===== src/rtl/nvm_pkg.sv =====
package nvm_pkg;
  typedef enum logic [1:0] {
    K_CFG   = 2'd0,
    K_DWORD = 2'd1,
    K_ROW   = 2'd2,
    K_PAGE  = 2'd3
  } nvm_kind_e;

  typedef enum logic [1:0] {
    REG_CTRL = 2'd0,
    REG_ADRL = 2'd1,
    REG_ADRH = 2'd2,
    REG_KEY  = 2'd3
  } nvm_reg_e;

  localparam int CTRL_START = 15;
  localparam int CTRL_EN    = 14;
  localparam int CTRL_ERR   = 13;
  localparam int OP_W       = 4;
  localparam int ADDR_W     = 24;

  localparam logic [15:0] KEY_FIRST  = 16'h0055;
  localparam logic [15:0] KEY_SECOND = 16'h00AA;

  function automatic int max4(int a, int b, int c, int d);
    int m;
    m = a;
    if (b > m) m = b;
    if (c > m) m = c;
    if (d > m) m = d;
    return m;
  endfunction
endpackage


===== src/rtl/nvm_unlock.sv =====
module nvm_unlock
  import nvm_pkg::*;
(
  input  logic        clk_i,
  input  logic        rst_ni,
  input  logic        busy_i,
  input  logic        wr_i,
  input  logic [1:0]  wr_addr_i,
  input  logic [15:0] wdata_i,
  output logic        open_o
);
  typedef enum logic [1:0] {L_IDLE, L_HALF, L_OPEN} lock_e;
  lock_e state_q, state_d;

  logic key_wr;
  assign key_wr = wr_i && (wr_addr_i == REG_KEY);

  always_comb begin
    state_d = L_IDLE;
    unique case (state_q)
      L_IDLE: state_d = (key_wr && wdata_i == KEY_FIRST) ? L_HALF : L_IDLE;
      L_HALF: begin
        if (!wr_i)                            state_d = L_HALF;
        else if (key_wr && wdata_i == KEY_SECOND) state_d = L_OPEN;
        else                                  state_d = L_IDLE;
      end
      default: state_d = L_IDLE;
    endcase
    if (busy_i) state_d = L_IDLE;
  end

  always_ff @(posedge clk_i or negedge rst_ni) begin
    if (!rst_ni) state_q <= L_IDLE;
    else         state_q <= state_d;
  end

  assign open_o = (state_q == L_OPEN);

  // the start window never lasts longer than one cycle
  p_window_single_r2: assert property (@(posedge clk_i) disable iff (!rst_ni)
    open_o |=> !open_o);

  // the window only opens after a second key write
  p_window_after_key_r1: assert property (@(posedge clk_i) disable iff (!rst_ni)
    $rose(open_o) |-> $past(key_wr));
endmodule


===== src/rtl/nvm_check.sv =====
module nvm_check
  import nvm_pkg::*;
#(
  parameter int ROW_WORDS  = 8,
  parameter int PAGE_WORDS = 32,
  parameter int T_CFG      = 3,
  parameter int T_DWORD    = 5,
  parameter int T_ROW      = 9,
  parameter int T_PAGE     = 14,
  parameter int DUR_W      = 4
) (
  input  logic              en_i,
  input  logic [OP_W-1:0]   op_i,
  input  logic [ADDR_W-1:0] addr_i,
  output logic              ok_o,
  output logic [DUR_W-1:0]  dur_o
);
  // two address units per instruction word
  localparam logic [ADDR_W-1:0] DW_MASK   = ADDR_W'(3);
  localparam logic [ADDR_W-1:0] ROW_MASK  = ADDR_W'(ROW_WORDS * 2 - 1);
  localparam logic [ADDR_W-1:0] PAGE_MASK = ADDR_W'(PAGE_WORDS * 2 - 1);

  logic aligned;

  always_comb begin
    aligned = 1'b0;
    dur_o   = '0;
    unique case (op_i)
      4'd0: begin aligned = addr_i[ADDR_W-1] && !addr_i[0];      dur_o = DUR_W'(T_CFG);   end
      4'd1: begin aligned = (addr_i & DW_MASK) == '0;            dur_o = DUR_W'(T_DWORD); end
      4'd2: begin aligned = (addr_i & ROW_MASK) == '0;           dur_o = DUR_W'(T_ROW);   end
      4'd3: begin aligned = (addr_i & PAGE_MASK) == '0;          dur_o = DUR_W'(T_PAGE);  end
      default: aligned = 1'b0;
    endcase
    ok_o = en_i && aligned;
  end
endmodule


===== src/rtl/nvm_timer.sv =====
module nvm_timer #(
  parameter int DUR_W = 4
) (
  input  logic             clk_i,
  input  logic             rst_ni,
  input  logic             start_i,
  input  logic [DUR_W-1:0] dur_i,
  output logic             busy_o,
  output logic             done_o
);
  logic [DUR_W-1:0] cnt_q;
  logic             busy_q, done_q;

  always_ff @(posedge clk_i or negedge rst_ni) begin
    if (!rst_ni) begin
      cnt_q  <= '0;
      busy_q <= 1'b0;
      done_q <= 1'b0;
    end else begin
      done_q <= 1'b0;
      if (start_i && !busy_q) begin
        busy_q <= 1'b1;
        cnt_q  <= dur_i;
      end else if (busy_q) begin
        if (cnt_q <= DUR_W'(1)) begin
          busy_q <= 1'b0;
          done_q <= 1'b1;
          cnt_q  <= '0;
        end else begin
          cnt_q <= cnt_q - 1'b1;
        end
      end
    end
  end

  assign busy_o = busy_q;
  assign done_o = done_q;

  // completion pulse follows the end of busy and lasts one cycle
  p_done_after_busy_r4: assert property (@(posedge clk_i) disable iff (!rst_ni)
    done_o |-> ($past(busy_o) && !busy_o));
  p_done_single_r4: assert property (@(posedge clk_i) disable iff (!rst_ni)
    done_o |=> !done_o);
  // a running count never restarts
  p_no_restart_r3: assert property (@(posedge clk_i) disable iff (!rst_ni)
    (busy_o && $past(busy_o)) |-> (cnt_q < $past(cnt_q)));
endmodule


===== src/rtl/nvm_ctrl.sv =====
module nvm_ctrl
  import nvm_pkg::*;
#(
  parameter int ROW_WORDS  = 8,
  parameter int PAGE_WORDS = 32,
  parameter int T_CFG      = 3,
  parameter int T_DWORD    = 5,
  parameter int T_ROW      = 9,
  parameter int T_PAGE     = 14
) (
  input  logic        clk_i,
  input  logic        rst_ni,
  input  logic        bus_we_i,
  input  logic [1:0]  bus_addr_i,
  input  logic [15:0] bus_wdata_i,
  output logic [15:0] bus_rdata_o,
  input  logic        irq_i,
  output logic        irq_o,
  input  logic        soft_rst_req_i,
  output logic        soft_rst_o,
  output logic        stall_o,
  output logic        done_irq_o,
  output logic        arr_go_o,
  output logic [1:0]  arr_op_o,
  output logic [23:0] arr_addr_o
);
  localparam int T_MAX = max4(T_CFG, T_DWORD, T_ROW, T_PAGE);
  localparam int DUR_W = $clog2(T_MAX + 1);
  localparam int HI_W  = ADDR_W - 16;

  logic              busy, done, win_open, chk_ok;
  logic [DUR_W-1:0]  dur;
  logic              en_q, err_q;
  logic [OP_W-1:0]   op_q;
  logic [15:0]       adr_lo_q;
  logic [HI_W-1:0]   adr_hi_q;
  logic              irq_pend_q, soft_pend_q;
  logic              wr_ctrl, start_try, start_go;

  nvm_unlock i_unlock (
    .clk_i     (clk_i),
    .rst_ni    (rst_ni),
    .busy_i    (busy),
    .wr_i      (bus_we_i),
    .wr_addr_i (bus_addr_i),
    .wdata_i   (bus_wdata_i),
    .open_o    (win_open)
  );

  nvm_check #(
    .ROW_WORDS (ROW_WORDS), .PAGE_WORDS (PAGE_WORDS),
    .T_CFG (T_CFG), .T_DWORD (T_DWORD), .T_ROW (T_ROW), .T_PAGE (T_PAGE),
    .DUR_W (DUR_W)
  ) i_check (
    .en_i   (bus_wdata_i[CTRL_EN]),
    .op_i   (bus_wdata_i[OP_W-1:0]),
    .addr_i ({adr_hi_q, adr_lo_q}),
    .ok_o   (chk_ok),
    .dur_o  (dur)
  );

  nvm_timer #(.DUR_W (DUR_W)) i_timer (
    .clk_i   (clk_i),
    .rst_ni  (rst_ni),
    .start_i (start_go),
    .dur_i   (dur),
    .busy_o  (busy),
    .done_o  (done)
  );

  assign wr_ctrl   = bus_we_i && (bus_addr_i == REG_CTRL) && !busy;
  assign start_try = wr_ctrl && bus_wdata_i[CTRL_START] && win_open;
  assign start_go  = start_try && chk_ok;

  always_ff @(posedge clk_i or negedge rst_ni) begin
    if (!rst_ni) begin
      en_q     <= 1'b0;
      err_q    <= 1'b0;
      op_q     <= '0;
      adr_lo_q <= '0;
      adr_hi_q <= '0;
    end else if (bus_we_i && !busy) begin
      unique case (bus_addr_i)
        REG_CTRL: begin
          en_q  <= bus_wdata_i[CTRL_EN];
          op_q  <= bus_wdata_i[OP_W-1:0];
          err_q <= (start_try && !chk_ok) ? 1'b1 : (err_q && bus_wdata_i[CTRL_ERR]);
        end
        REG_ADRL: adr_lo_q <= bus_wdata_i;
        REG_ADRH: adr_hi_q <= bus_wdata_i[HI_W-1:0];
        default: ;
      endcase
    end
  end

  // held interrupt requests and deferred soft reset
  always_ff @(posedge clk_i or negedge rst_ni) begin
    if (!rst_ni) begin
      irq_pend_q  <= 1'b0;
      soft_pend_q <= 1'b0;
    end else begin
      irq_pend_q  <= busy && (irq_pend_q || irq_i);
      soft_pend_q <= (soft_pend_q || soft_rst_req_i) && !soft_rst_o;
    end
  end

  assign irq_o      = !busy && (irq_pend_q || irq_i);
  assign soft_rst_o = soft_pend_q && !busy;
  assign stall_o    = busy;
  assign done_irq_o = done;
  assign arr_go_o   = busy;
  assign arr_op_o   = op_q[1:0];
  assign arr_addr_o = {adr_hi_q, adr_lo_q};

  always_comb begin
    unique case (bus_addr_i)
      REG_CTRL: bus_rdata_o = {busy, en_q, err_q, {(13-OP_W){1'b0}}, op_q};
      REG_ADRL: bus_rdata_o = adr_lo_q;
      REG_ADRH: bus_rdata_o = {{(16-HI_W){1'b0}}, adr_hi_q};
      default:  bus_rdata_o = '0;
    endcase
  end

  p_start_after_unlock_r2: assert property (@(posedge clk_i) disable iff (!rst_ni)
    $rose(stall_o) |-> $past(win_open));
  p_bad_start_flags_r5: assert property (@(posedge clk_i) disable iff (!rst_ni)
    (start_try && !chk_ok) |=> (err_q && !stall_o));
  p_cfg_addr_r7: assert property (@(posedge clk_i) disable iff (!rst_ni)
    (stall_o && arr_op_o == K_CFG) |-> (arr_addr_o[ADDR_W-1] && !arr_addr_o[0]));
  p_addr_frozen_r8: assert property (@(posedge clk_i) disable iff (!rst_ni)
    (stall_o && $past(stall_o)) |-> ($stable(arr_addr_o) && $stable(arr_op_o)));
  p_irq_masked_r9: assert property (@(posedge clk_i) disable iff (!rst_ni)
    stall_o |-> !irq_o);
  p_soft_defer_r10: assert property (@(posedge clk_i) disable iff (!rst_ni)
    soft_rst_o |-> !stall_o);
  p_err_sticky_r12: assert property (@(posedge clk_i) disable iff (!rst_ni)
    (err_q && !(bus_we_i && bus_addr_i == REG_CTRL)) |=> err_q);
endmodule


===== config.mk =====
export PLATFORM = sky130hd
export DESIGN_NAME = nvm_ctrl
export DESIGN_NICKNAME = d
export VERILOG_FILES = /design/src/rtl/nvm_pkg.sv /design/src/rtl/nvm_unlock.sv /design/src/rtl/nvm_check.sv /design/src/rtl/nvm_timer.sv /design/src/rtl/nvm_ctrl.sv
export SDC_FILE = /design/constraint.sdc
export NUM_CORES = 1
export LEC_CHECK = 0
export BUFFER_PORTS_ARGS = -buffer_cell sky130_fd_sc_hd__buf_2
export CAP_MARGIN = 20
export CORE_UTILIZATION = 50
export CTS_CLUSTER_DIAMETER = 30
export DETAILED_ROUTE_END_ITERATION = 12
export MAX_ROUTING_LAYER = met4
export PLACE_DENSITY = 0.87
export SLEW_MARGIN = 5
export SYNTH_ARGS = -nofsm -noshare
export SYNTH_HDL_FRONTEND = slang
export SYNTH_SLANG_ARGS = --single-unit
export TNS_END_PERCENT = 10

===== constraint.sdc =====
create_clock -name clk_i -period 2.2 [get_ports clk_i]
set_clock_uncertainty 0.05 [all_clocks]
set_input_delay 0.22 -clock clk_i [delete_from_list [all_inputs] [get_ports clk_i]]
set_output_delay 0.22 -clock clk_i [all_outputs]
set_load 0.02 [all_outputs]

Yosys cells after proc, flatten, opt, wreduce, memory -nomap -nowiden:

Cells that the tools add are included.

* word-level logic and storage cells: 75
* output and inout port bits: 47
* input bits: 23
* bits in read-only memories: 0
* memory bits (writable): 0
* bits in latches: 0
* bits in registers: 40
* memories kept: 0

* magnitude comparators: 1
* shift operators: 0
* multiplexer cells: 18
* multiply operators: 0
* bitwise operators: 0
* reductions and logical operators: 34
* divide/modulo/power cells: 0
* equal/unequal tests: 10
* $add $sub $neg: 1

Operators with widths (count)
* zero test 24 bit: 3
* one-hot mux 16 bit (3 select lines): 1
* logical AND 1 bit: 18
* == test 16 x 7 -> 1 bit, second input constant: 1
* == test 16 x 8 -> 1 bit, second input constant: 1
* one-hot mux 4 bit (4 select lines): 1
* 2-to-1 mux 4 bit: 3
* == test 4 x 2 -> 1 bit, second input constant: 2
* 2-to-1 mux 1 bit: 8
* == test 2 bit, second input constant: 3
* 2-to-1 mux 2 bit: 3
* AND reduction 2 bit: 3
* == test 2 x 1 -> 1 bit, second input constant: 2
* == test 4 x 1 -> 1 bit, second input constant: 1
* less-or-equal comparator 4 x 1 -> 1 bit, second input constant: 1
* zero test 1 bit: 4
* zero test 2 bit: 2
* zero test 4 bit: 1
* one-hot mux 1 bit (4 select lines): 1
* one-hot mux 2 bit (2 select lines): 1
* subtractor 4 x 1 -> 4 bit, second input constant: 1
* logical OR 1 bit: 2
* nonzero test 2 bit: 1

Longest topological paths before layout:

* depth in word-level cells: 8
* mapped depth: 6
* mapped depth without buffers: 6

By module:

From an unflattened synthesis, not the netlist that was laid out.

* cell total of the unflattened synthesis: 172
* area, all modules: 2145.8 um^2

By module, submodules not included
* nvm_ctrl: area an instance 1565.3 um^2, cells an instance 112, instances 1, sequential area each 800.8 um^2
* nvm_timer: area an instance 314.1 um^2, cells an instance 30, instances 1, sequential area each 150.1 um^2
* nvm_unlock: area an instance 175.2 um^2, cells an instance 16, instances 1, sequential area each 50.0 um^2
* nvm_check: area an instance 91.3 um^2, cells an instance 14, instances 1, sequential area each 0.0 um^2

Worst setup path after synthesis:

OpenSTA, ideal clock, no wires.

* path kind: flip-flop to flip-flop
* start point: reg i_timer.busy_q (netlist: i_timer.busy_o)
* end point: reg i_timer.cnt_q[2]
* setup time: 0.126 ns
* cell stages (with the launch flop): 7
* path buffers: 1
* data required time: 2.024 ns
* setup slack: 0.173 ns
* clock period less this slack: 2.027 ns
* arrival: 1.851 ns
* cell sequence: dfrtp_1 -> buf_6 -> nor4b_4 -> and4b_4 -> o211ai_4 -> a21o_1 -> a221o_1

* longest elaborated chain between the ends: 7
* elaborated cells between the ends (all ways): 8
* those cells by class: mux: 1; reduce/logical: 7

Ends and longest elaborated chain
* from (decl): RTL line nvm_timer.sv:12 `logic busy_q, done_q;`
* from (signal assigned): RTL line nvm_timer.sv:17 `busy_q <= 1'b0;`
* from (signal assigned): RTL line nvm_timer.sv:22 `busy_q <= 1'b1;`
* from (signal assigned): RTL line nvm_timer.sv:26 `busy_q <= 1'b0;`
* zero test 1 bit: RTL line nvm_timer.sv:21, nvm_ctrl.sv:71
* logical AND 1 bit: RTL line nvm_ctrl.sv:71 `assign wr_ctrl = bus_we_i && (bus_addr_i == REG_CTRL) && !busy;`
* logical AND 1 bit (2 in a row): RTL line nvm_ctrl.sv:72 `assign start_try = wr_ctrl && bus_wdata_i[CTRL_START] && win_open;`
* logical AND 1 bit: RTL line nvm_ctrl.sv:73 `assign start_go = start_try && chk_ok;`
* logical AND 1 bit: RTL line nvm_timer.sv:21 `if (start_i && !busy_q) begin`
* 2-to-1 mux 4 bit or nonzero test 2 bit (tied branches)
* to (signal assigned): RTL line nvm_timer.sv:23 `cnt_q <= dur_i;`
* to (signal assigned): RTL line nvm_timer.sv:30 `cnt_q <= cnt_q - 1'b1;`
* to (decl): RTL line nvm_timer.sv:11 `logic [DUR_W-1:0] cnt_q;`

Parallel ways exist; a longest one is shown, timed or not.
A chain may end at the register's enable or synchronous reset.

Final worst setup path:

Ends and elaborated chain as after synthesis.

==> flow_summary_export.csv <==
group,metric,value,unit
cells_and_area,antenna_cells,0,
drt,drc,0,
drt,num_vias,1577,
global_routing,grt_pass1_wl,7.37,mm
clock_network,cts.sinks,40,
yosys,synth-edff-count,0,
die,initial_core_util,54.0,%
yosys,ys_types,40,
pwr,p_leak,0.00125,uW
yosys,synth_top_area_share,48.8,%
cells_and_area,fill_cells,325,
worst_setup_path,arrival,1.98,ns
yosys,syn_area_per_cell,12.0,um2
worst_setup_path,endpoint,"i_timer.cnt_q[2]",
cells_and_area,drive_gt1_share,48.5,%
status,violations,"hold timing",
drt,ant_nets,0,
global_routing,track_usage,23.3,%
die,pin_count,70,
yosys,yosys.cell_count.top_type,"dfrtp_1",
placed_design,dpl_cell_area,0.00242,mm2
die,die_area,0.00436,mm2
clock_network,cts_buffers,5,
yosys,syn_area,0.00205,mm2
timing,rsz0062_at_grt,"false",
pwr,irDropWorstVdd,0.552,mV
placed_design,port_buffers,69,
cells_and_area,final_nets,265,
drt,drt_iter0_drc,44,
yosys,synthCells,171,
global_routing,grtUsageMet1,29.7,%
die,die_h,66.1,um
yosys,synth.largest_area_cell,"dfrtp_1",
cells_and_area,area_delta_synth_final,23.3,%
status,status,"finished with violations",
clock_network,cts_hold_buf,0,
timing,slew_headroom,41.3,%
placed_design,gp_congestion,0.788,
timing,finalSetupTns,0,ns
hold_path,hold_class,"input port to asynchronous set/reset pin",
worst_setup_path,cp-start-kind,"register",
global_routing,use_met2,37.1,%
worst_setup_path,ff2ff_setup_slack,0.35,ns
yosys,syn_nets,196,
timing,period_share,84.2,%
worst_setup_path,cp_max_fo,11,
worst_setup_path,r2r_start,"i_timer.busy_o",
global_routing,antenna_found_initial,0,
clock_network,insertion_delay,0.30,ns
drt,viasPerCell,5.46,
timing,max_freq,0.540,GHz
worst_setup_path,path_class,"register to register",
timing,finalMaxSlewViolations,0,
die,fp-row-count,22,
timing,fin_crit,1.85,ns
yosys,async_reset_ff_share,100,%
worst_setup_path,cp-startpoint,"i_timer.busy_o",
clock_network,cts_root_buf,"clkbuf_8",
timing,hold_violations,16,
global_routing,gr-usage-met3,5.34,%
yosys,synth_ff_type,"dfrtp_1",
placed_design,hpwl,3.21,mm
die,floorplan.core_area,0.00380,mm2
cells_and_area,final_area,0.00253,mm2
clock_network,cts_resized,0,
worst_setup_path,crit_path_end_kind,"register",
timing,holdWs,-0.0129,ns
timing,setup_violations,0,
global_routing,first_global_vias,1542,
worst_setup_path,rr_endpoint,"i_timer.cnt_q[2]",
clock_network,cts_tree,"done",
worst_setup_path,required,2.33,ns
timing,tightest_slew,0.881,ns
yosys,netlist_top_cells_count,"40 x dfrtp_1, 30 x mux2_2, 12 x nor2_1",
yosys,synthTopCellsByArea,"dfrtp_1 49%, mux2_2 16%, mux2i_1 3.4%",
yosys,ys_seq_elements,40,
clock_network,cts_buffer_depth,2,
global_routing,grt_max_degree,41,
drt,wl_per_cell,15.3,um
pwr,power.density,807,mW/mm2
drt,drt_wl_total,4.41,mm
clock_network,cts_setup_buffers,0,
worst_setup_path,r2r_cells,5,
clock_network,htreeDepth,2,
global_routing,busiest_layer,"met2",
job,maxCapViolCount,0,
drt,firstDrtPassIters,4,
yosys,yosys_warnings,0,
die,die_width,66.1,um
clock_network,cts.clk_slew.worst_paths,0.08,ns
global_routing,grt_overflow,0,
yosys,yosysSeqAreaShare,48.8,%
-- critical path: stages (launching register included) --
cell	delay, ns
dfrtp_1	0.51
nor4b_4	0.28
and4b_4	0.29
o211ai_4	0.12
a21o_1	0.20
a221o_1	0.28
-- where the power goes --
| group | internal [uW] | switching (uW) | total [uW] | leakage (uW) |
|---|---|---|---|---|
| logic | 224 | 313 | 537 | 0.000699 |
| registers | 838 | 84.6 | 923 | 0.000495 |
| clock network | 336 | 246 | 582 | 0.0000552 |
| total | 1400 | 643 | 2040 | 0.00125 |
-- placed cells by master, fill, tap and decap left out, drive strengths merged, types with 2 or more instances in the layout --
| cell type | netlist | routed |
|---|---|---|
| buf | 9 | 74 |
| dfrtp | 40 | 40 |
| mux2 | 30 | 30 |
| nor2 | 12 | 12 |
| nand2 | 8 | 8 |
| mux2i | 7 | 7 |
| clkbuf | 3 | 6 |
| and2 | 5 | 5 |
| o21ai | 5 | 5 |
| a22o | 5 | 5 |
| inv | 4 | 4 |
| nor4b | 4 | 4 |
| nor2b | 3 | 3 |
| nor4 | 3 | 3 |
| nor4bb | 3 | 3 |
| and3 | 3 | 3 |
| nor3 | 2 | 2 |
| nand2b | 2 | 2 |
| nor3b | 2 | 2 |
| a221o | 2 | 2 |
| nand3 | 2 | 2 |
| o221ai | 2 | 2 |
| ha | 2 | 2 |
| clkinv | 1 | 2 |
-- logic make-up after synthesis --
logic type	after synthesis	share of synthesized area [%]
compound gates	21	8.35
fa+ha+maj	2	1.22
buf+inv	17	4.45
flops	40	48.8
mux	37	19.9
simple gates	54	17.3
-- state kept, by name, indices dropped and copies added, names as in the netlist --
name	count
adr_hi_q	8
adr_lo_q	16
en_q	1
err_q	1
i_timer.busy_o	1
i_timer.cnt_q	4
i_timer.done_o	1
i_unlock.state_q	2
irq_pend_q	1
op_q	4
soft_pend_q	1
-- cell type report --
cell class,count,area [um2],area share [%]
Sequential cell,40,1000,39.6
Timing Repair Buffer,74,383,15.1
Multi-Input combinational cell,114,960,37.9
Clock buffer,6,72.6,2.87
Tap cell,48,60.1,2.37
Inverter,5,18.8,0.742
Clock inverter,2,35.0,1.38
-- how the worst min path moves through the flow --
stage | depth (start not counted) | end | slack (ns) | startpoint
2_1_floorplan | 0 | adr_hi_q[0] | -0.13 | rst_ni
3_3_place_gp | 1 | irq_pend_q | 0.33 | rst_ni
3_5_place_dp | 1 | soft_pend_q | 0.34 | rst_ni
4_1_cts | 1 | adr_lo_q[11] | 0.02 | rst_ni
5_1_grt | 1 | adr_lo_q[11] | 0.06 | rst_ni
6_report | 1 | adr_lo_q[9] | -0.01 | rst_ni
-- per-stage QoR --
step	cells	setup WS, ns	hold slack [ns]	util, %	total power [uW]
6_report	289	0.349	-0.0129	66.6	2040
5_1_grt	289	0.256	0.0598	66.6	2140
4_1_cts	289	0.345	0.0152	66.6	2060
3_5_place_dp	281	0.283	0.340	63.8	1480
3_3_place_gp	281	0.357	0.328	63.8	1470
2_1_floorplan	171	0.173	-0.126	-	1280
-- per-layer routing --
| layer | vias to the layer above | routed length (um) |
|---|---|---|
| met3 | 6 | 255 |
| met2 | 50 | 2140 |
| li1 | 750 | - |
| met1 | 771 | 1960 |
| met5 | - | 0 |
| met4 | 0 | 55 |
Power figures use the tool's default switching activity.
